--- src/rtl/bsdot_pkg.sv ---
package bsdot_pkg;

  function automatic logic fa_sum(input logic a, input logic b, input logic c);
    return a ^ b ^ c;
  endfunction

  function automatic logic fa_carry(input logic a, input logic b, input logic c);
    return (a & b) | (a & c) | (b & c);
  endfunction

  // depth of heap node k (root k=1 has depth 0)
  function automatic int node_depth(input int k);
    int d;
    d = 0;
    while ((1 << (d + 1)) <= k) d++;
    return d;
  endfunction

  // any mask bit set among the leaves under heap node k of a tree with p leaves
  function automatic bit node_live(input logic [63:0] mask, input int k, input int p);
    int d;
    int span;
    int lo;
    bit any;
    d    = node_depth(k);
    span = p >> d;
    lo   = (k - (1 << d)) * span;
    any  = 1'b0;
    for (int i = 0; i < span; i++) begin
      if (lo + i < 64) any = any | mask[lo + i];
    end
    return any;
  endfunction

endpackage

--- src/rtl/bsdot_lane.sv ---
module bsdot_lane #(
  parameter int W      = 6,
  parameter bit SIGNED = 1'b1
) (
  input  logic         clk,
  input  logic         rst_n,
  input  logic         load,
  input  logic [W-1:0] din,
  output logic         bit_o
);
  logic [W-1:0] sr_q;
  logic         fill;

  assign fill  = SIGNED ? sr_q[W-1] : 1'b0;
  assign bit_o = sr_q[0];

  always_ff @(posedge clk) begin
    if (!rst_n)    sr_q <= '0;
    else if (load) sr_q <= din;
    else           sr_q <= {fill, sr_q[W-1:1]};
  end
endmodule

--- src/rtl/bsdot_node.sv ---
module bsdot_node
  import bsdot_pkg::*;
#(
  parameter bit A_LIVE = 1'b1,
  parameter bit B_LIVE = 1'b1
) (
  input  logic clk,
  input  logic rst_n,
  input  logic clr,
  input  logic a,
  input  logic b,
  output logic s
);
  logic unused_ok;
  assign unused_ok = ^{a, b, clr};

  if (A_LIVE && B_LIVE) begin : g_add
    logic sum_q;
    logic cy_q;
    always_ff @(posedge clk) begin
      if (!rst_n) begin
        sum_q <= 1'b0;
        cy_q  <= 1'b0;
      end else begin
        sum_q <= fa_sum(a, b, cy_q);
        cy_q  <= clr ? 1'b0 : fa_carry(a, b, cy_q);
      end
    end
    assign s = sum_q;
  end else if (A_LIVE || B_LIVE) begin : g_dly
    logic d_q;
    always_ff @(posedge clk) begin
      if (!rst_n) d_q <= 1'b0;
      else        d_q <= A_LIVE ? a : b;
    end
    assign s = d_q;
  end else begin : g_none
    assign s = 1'b0;
  end
endmodule

--- src/rtl/bsdot_ctrl.sv ---
module bsdot_ctrl #(
  parameter int LVL = 3,
  parameter int OW  = 9
) (
  input  logic           clk,
  input  logic           rst_n,
  input  logic           start,
  output logic [LVL-1:0] clr,
  output logic           cap,
  output logic           run,
  output logic           done
);
  localparam int LAST = LVL + OW - 1;
  localparam int CW   = $clog2(LAST + 2);

  logic [CW-1:0] cnt_q;
  logic          run_q;
  logic          done_q;
  logic          last_w;

  assign last_w = run_q && (cnt_q == CW'(LAST));
  assign cap    = run_q && (cnt_q >= CW'(LVL));
  assign run    = run_q;
  assign done   = done_q;

  // level 1 clears its carries on the start edge, level l one edge per level later
  assign clr[0] = start;
  for (genvar l = 2; l <= LVL; l++) begin : g_clr
    assign clr[l-1] = run_q && (cnt_q == CW'(l - 2));
  end

  always_ff @(posedge clk) begin
    if (!rst_n) begin
      cnt_q  <= '0;
      run_q  <= 1'b0;
      done_q <= 1'b0;
    end else begin
      done_q <= !start && last_w;
      if (start) begin
        cnt_q <= '0;
        run_q <= 1'b1;
      end else if (last_w) begin
        run_q <= 1'b0;
      end else if (run_q) begin
        cnt_q <= cnt_q + 1'b1;
      end
    end
  end
endmodule

--- src/rtl/bsdot_top.sv ---
module bsdot_top
  import bsdot_pkg::*;
#(
  parameter int           N      = 8,
  parameter int           W      = 6,
  parameter logic [N-1:0] MASK   = 8'b1011_0110,
  parameter bit           SIGNED = 1'b1
) (
  input  logic                        clk,
  input  logic                        rst_n,
  input  logic                        start,
  input  logic [N*W-1:0]              in_vec,
  output logic [W+$clog2(N)-1:0]      result,
  output logic                        done
);
  localparam int          LVL    = $clog2(N);
  localparam int          P      = 1 << LVL;
  localparam int          OW     = W + LVL;
  localparam logic [63:0] MASK64 = 64'(MASK);

  logic [2*P-1:1] tree_w;
  logic [LVL-1:0] clr_w;
  logic           cap_w;
  logic           run_w;
  logic [OW-1:0]  out_q;
  logic           unused_in;

  assign unused_in = ^in_vec;

  for (genvar i = 0; i < P; i++) begin : g_leaf
    if (i < N && MASK64[i]) begin : g_on
      bsdot_lane #(.W(W), .SIGNED(SIGNED)) lane_i (
        .clk   (clk),
        .rst_n (rst_n),
        .load  (start),
        .din   (in_vec[i*W +: W]),
        .bit_o (tree_w[P+i])
      );
    end else begin : g_off
      assign tree_w[P+i] = 1'b0;
    end
  end

  for (genvar k = 1; k < P; k++) begin : g_node
    bsdot_node #(
      .A_LIVE (node_live(MASK64, 2*k,     P)),
      .B_LIVE (node_live(MASK64, 2*k + 1, P))
    ) node_i (
      .clk   (clk),
      .rst_n (rst_n),
      .clr   (clr_w[LVL - node_depth(k) - 1]),
      .a     (tree_w[2*k]),
      .b     (tree_w[2*k+1]),
      .s     (tree_w[k])
    );
  end

  bsdot_ctrl #(.LVL(LVL), .OW(OW)) ctrl_i (
    .clk   (clk),
    .rst_n (rst_n),
    .start (start),
    .clr   (clr_w),
    .cap   (cap_w),
    .run   (run_w),
    .done  (done)
  );

  always_ff @(posedge clk) begin
    if (!rst_n)     out_q <= '0;
    else if (cap_w) out_q <= {tree_w[1], out_q[OW-1:1]};
  end

  assign result = out_q;
endmodule

--- config.mk ---
export PLATFORM = sky130hd
export DESIGN_NAME = bsdot_top
export DESIGN_NICKNAME = d
export VERILOG_FILES = /design/src/rtl/bsdot_pkg.sv /design/src/rtl/bsdot_lane.sv /design/src/rtl/bsdot_node.sv /design/src/rtl/bsdot_ctrl.sv /design/src/rtl/bsdot_top.sv
export SDC_FILE = /design/constraint.sdc
export NUM_CORES = 1
export LEC_CHECK = 0
export BUFFER_PORTS_ARGS = -buffer_cell sky130_fd_sc_hd__buf_4
export CAP_MARGIN = 20
export CORE_UTILIZATION = 25
export CTS_CLUSTER_DIAMETER = 80
export DETAILED_ROUTE_END_ITERATION = 10
export GPL_TIMING_DRIVEN = 0
export PLACE_DENSITY = 0.42
export SLEW_MARGIN = 20
export SYNTH_ARGS = -nofsm -noshare
export SYNTH_HDL_FRONTEND = slang
export SYNTH_HIERARCHICAL = 1
export SYNTH_SLANG_ARGS = --single-unit
--- constraint.sdc ---
create_clock -name clk -period 1.85 [get_ports clk]
set_clock_uncertainty 0.2 [all_clocks]
set_input_delay 0.0925 -clock clk [delete_from_list [all_inputs] [get_ports clk]]
set_output_delay 0.0925 -clock clk [all_outputs]
set_load 0.005 [all_outputs]
* Word level (Yosys, flattened, before mapping)
Index checks and enable logic that the tools add are counted.
Storage, ports and cells: bits in registers 56, input port bits 51, output and inout bits 10, logic and storage cells 78
Cells by class: add/subtract/negate cells 1, magnitude comparators 1, equal/unequal tests 2, multiplexer cells 7, bitwise gates (word level) 30, reductions and logical operators 12
Operator list (number):
- $mux 5 | 5
- $and 1x1->1 | 12
- $or 1x1->1 | 8
- $xor 1x1->1 | 8
- $reduce_or 2->1 | 3
- $logic_and 1x1->1 | 5
- $add 4x1->4 const B | 1
- $eq 4x1->1 const B | 1
- $eq 4x4->1 const B | 1
- $ge 4x2->1 const B | 1
- $logic_not 4->1 | 1
- $mux 1 | 2
- $not 1->1 | 2
- $reduce_and 2->1 | 1
- $reduce_bool 2->1 | 1
- $logic_not 1->1 | 1

* Longest topological paths before layout
depth after elaboration 4, mapped depth 5, gate-level depth less buffers 4

* Modules after synthesis
The synthesis kept the hierarchy.
By module, submodules not included:
- bsdot_lane | times used 5, cells each 20, area an instance 240.2 um2, sequential area each 120.1 um2
- bsdot_top | times used 1, cells each 29, area an instance 341.6 um2, sequential area each 180.2 um2
- bsdot_ctrl | times used 1, cells each 35, area an instance 336.6 um2, sequential area each 120.1 um2
- bsdot_node at g_node[1].node_i ... | times used 4, cells each 5, area an instance 75.1 um2, sequential area each 40.0 um2
- bsdot_node at g_node[4].node_i ... | times used 3, cells each 2, area an instance 26.3 um2, sequential area each 20.0 um2

* Worst setup path after synthesis
OpenSTA, ideal clock, no wires.
path type register to register, start register ctrl_i.cnt_q[0], end register out_q[0] (netlist: result[0]), library setup time 0.116 ns, data arrival time 1.179 ns, data required time 1.534 ns, path slack 0.355 ns, cell stages (with the launch flop) 6, path buffers 1, clock period less this slack 1.495 ns, path through dfxtp_1 ha_1 o31a_2 buf_6 mux2i_1 nor2b_1
On the way: cells in the longest elaborated chain, start to end 2
Ends and longest elaborated chain:
- start: declaration | line bsdot_ctrl.sv:16 | logic [CW-1:0] cnt_q;
- start signal: assignment | line bsdot_ctrl.sv:45 | cnt_q <= cnt_q + 1'b1;
- $ge 4x2->1 | line bsdot_ctrl.sv:22 | assign cap = run_q && (cnt_q >= CW'(LVL));
- $logic_and 1x1->1 | line bsdot_ctrl.sv:22
- named net cap_w | line bsdot_top.sv:23 | logic cap_w;
- end signal: assignment | line bsdot_top.sv:70 | else if (cap_w) out_q <= {tree_w[1], out_q[OW-1:1]};
- end: declaration | line bsdot_top.sv:25 | logic [OW-1:0] out_q;
The timed path passes the listed nets, and every way through them passes these cells. A chain may end at the register's enable or synchronous reset.

* Worst setup path after layout
start register ctrl_i.cnt_q[0], end register out_q[3] (netlist: result[3])
Same word-level chain as after synthesis.

==> summary.md <==
| Metric | Value |
|---|---|
| Avg WL per Cell | slightly above 10 um |
| Buffers added on ports | 42 |
| Vias in the first global route | 1481 |
| Achievable clock frequency | 0.631 GHz |
| Final setup vio count | 0 |
| DPL Wire Length | 2340 um |
| Crit Path Max Fanout | 9 |
| Largest net degree at the start of global routing | 54 |
| WP data arrival | 1.59 ns |
| DRC Markers | 0 |
| Die height | 97.0 um |
| Die area | about 9400 um^2 |
| Slew HR | 0.717 |
| Leak | between 1 and 1.5 nW |
| Largest delay share family, worst path | flip-flops |
| Mapped Area | 2250 um^2 |
| Ant. Diodes | 0 |
| Area Growth Syn to Fin | 37.8% |
| Num rows | 34 |
| Worst setup EP type | flip-flop |
| Antenna violations before repair | 0 |
| Fin. Hold Viols | 0 |
| VDD IR max | roughly 0.24 mV |
| Setup CP Type | reg -> reg |
| Post-Syn Nets | about 250 |
| Die width | 97.0 um |
| Crit-path max cell delay | 0.35 ns |
| Grt ovf | 0 |
| Drt via density | 3.99 |
| Warnings, synthesis | 6 |
| I/O pin cnt | 61 |
| CP required | 1.86 ns |
| Clock-pin slew on the worst setup and hold paths | 0.09 ns |
| Post-route cell area | between 3000 and 4000 um^2 |
| Clk_lat worst skew | 0.30 ns |
| Max-cap violations | 0 |
| First-pass GRT wire length | 6710 um |
| Status | complete, no violations |
| Initial DRC Count | 34 |
| Max Transition Viols Final | 0 |
| Pwr dens | slightly above 700 nW/um^2 |
| H-tree depth | 2 |
| Min Clock Period, post-route | 1.59 ns |
| Crit-path slowest cell | dfxtp_1 |
| Num CTS Buffers | 5 |
| Syn_area_per_cell | approximately 12 um^2 |
| Post-DP Area | 2710 um^2 |
| Hold Path Class | in -> reg |
| Cells after synthesis | 189 |
| TritonCTS sink count | 56 |
| Clock Root Buffer | clkbuf_8 |
| TritonCTS clock tree | built |
| CTS max path bufs | 2 |
| Final WL | 3800 um |
| Startpoint class of the critical path | flip-flop |
| Cells along the critical path | ha_1 -> o31a_2 -> buf_6 -> mux2i_1 -> nor2b_1 |
| Final net count | 327 |
| Antenna Nets Post-Route | 0 |
| # Post-CTS Setup Buffers | 0 |
| DR vias | 1508 |
| WP buf/inv | 1 |
| Core area | 8720 um^2 |
| RSZ-0062 raised after global routing | false |
| TNS Setup | 0 ns |
| Fin crit share | 0.857 |
| Proportion of layout cells with a drive suffix above 1 | 0.281 |
| FILL cells | 895 |
| Slew @ Worst Pin | 0.425 ns |
| Gr usage total | 0.0892 |
| Router iterations before antenna repair | 2 |
| Gpl congestion | between 0.7 and 0.8 |
| Starting Density | 0.259 |
## layer usage
layer | GRT usage | up-vias | part of all wire
li1 | - | 783 | -
met1 | 0.114 | 686 | 0.50
met2 | 0.138 | 34 | 0.44
met3 | 0.0296 | 5 | 0.047
met4 | 0.0379 | 0 | 0.013
met5 | 0 | - | 0
## final timing paths
kind                                 startpoint                             to  slack [ns]  depth (start not counted)
setup reg to reg                ctrl_i/cnt_q[0]                      result[3]        0.26                          5
setup / recovery                ctrl_i/cnt_q[0]                      result[3]        0.26                          5
hold / removal                            rst_n  g_leaf[7].g_on.lane_i/sr_q[2]        0.06                          2
hold reg to reg   g_leaf[2].g_on.lane_i/sr_q[0]             g_node[5].node_i/s        0.23                          1
## sequential cells by signal (all words and copies together) (netlist names)
name,count
g_leaf.g_on.lane_i/sr_q,30
result,9
g_node.node_i/s,7
ctrl_i/cnt_q,4
g_node.node_i/g_add.cy_q,4
ctrl_i/done,1
ctrl_i/run,1
## through the flow
stage,util,setup slack [ns],hold slack (ns),power (mW),std cells
CTS,0.356,0.245,0.0698,2.28,378
global route,0.356,0.143,0.0746,2.35,378
finish,0.356,0.265,0.0574,2.22,378
detailed placement,0.310,0.256,0.157,1.51,339
floorplan,-,0.355,0.0142,1.42,189
global placement,0.310,0.253,0.150,1.51,339
## cells in the final DEF, fill, tap and decap left out
master,n
buf_6,6
o31a_2,1
dlygate4sd3_1,31
inv_1,2
xor2_1,1
nand3b_4,1
clkbuf_8,6
ha_1,3
nand4_1,3
fa_1,4
and3_1,2
buf_2,1
clkinv_2,2
nor4b_2,1
a211o_1,2
nand2b_1,1
nor2b_1,31
nand2b_4,5
nand2_1,13
buf_4,43
dfxtp_1,56
and2_1,7
and3b_1,4
nor2_1,3
mux2i_1,30
a21boi_2,10
a21oi_1,1
## layout make-up
class                   instances  area (um^2)  share of cell area
clock inverters                 2         10.0             0.00322
clock buffers                   6         82.6              0.0266
inverters                       2         7.51             0.00242
repair buffers                 73          626               0.201
well taps                     108          135              0.0435
plain buffers                   8         80.1              0.0258
flip-flops and latches         56         1120               0.361
multi-input cells             123         1050               0.337
## worst register-to-register path, cell delays in order (launching register included)
cell     delay [ns]
dfxtp_1        0.35
ha_1           0.27
o31a_2         0.31
buf_6          0.15
mux2i_1        0.15
nor2b_1        0.06
## power breakdown
group,leakage [nW],internal [mW],switching (mW)
Clock,0.0510,0.300,0.393
Sequential,0.458,1.25,0.0179
Combinational,0.857,0.165,0.0882
Total,1.37,1.72,0.499
## timing repair
item / in CTS / in global routing
resized for setup: 0 / 0
hold buffers: 31 / 0
endpoints found under the hold margin: 31 / 0
(Power assumes the default switching activity.)
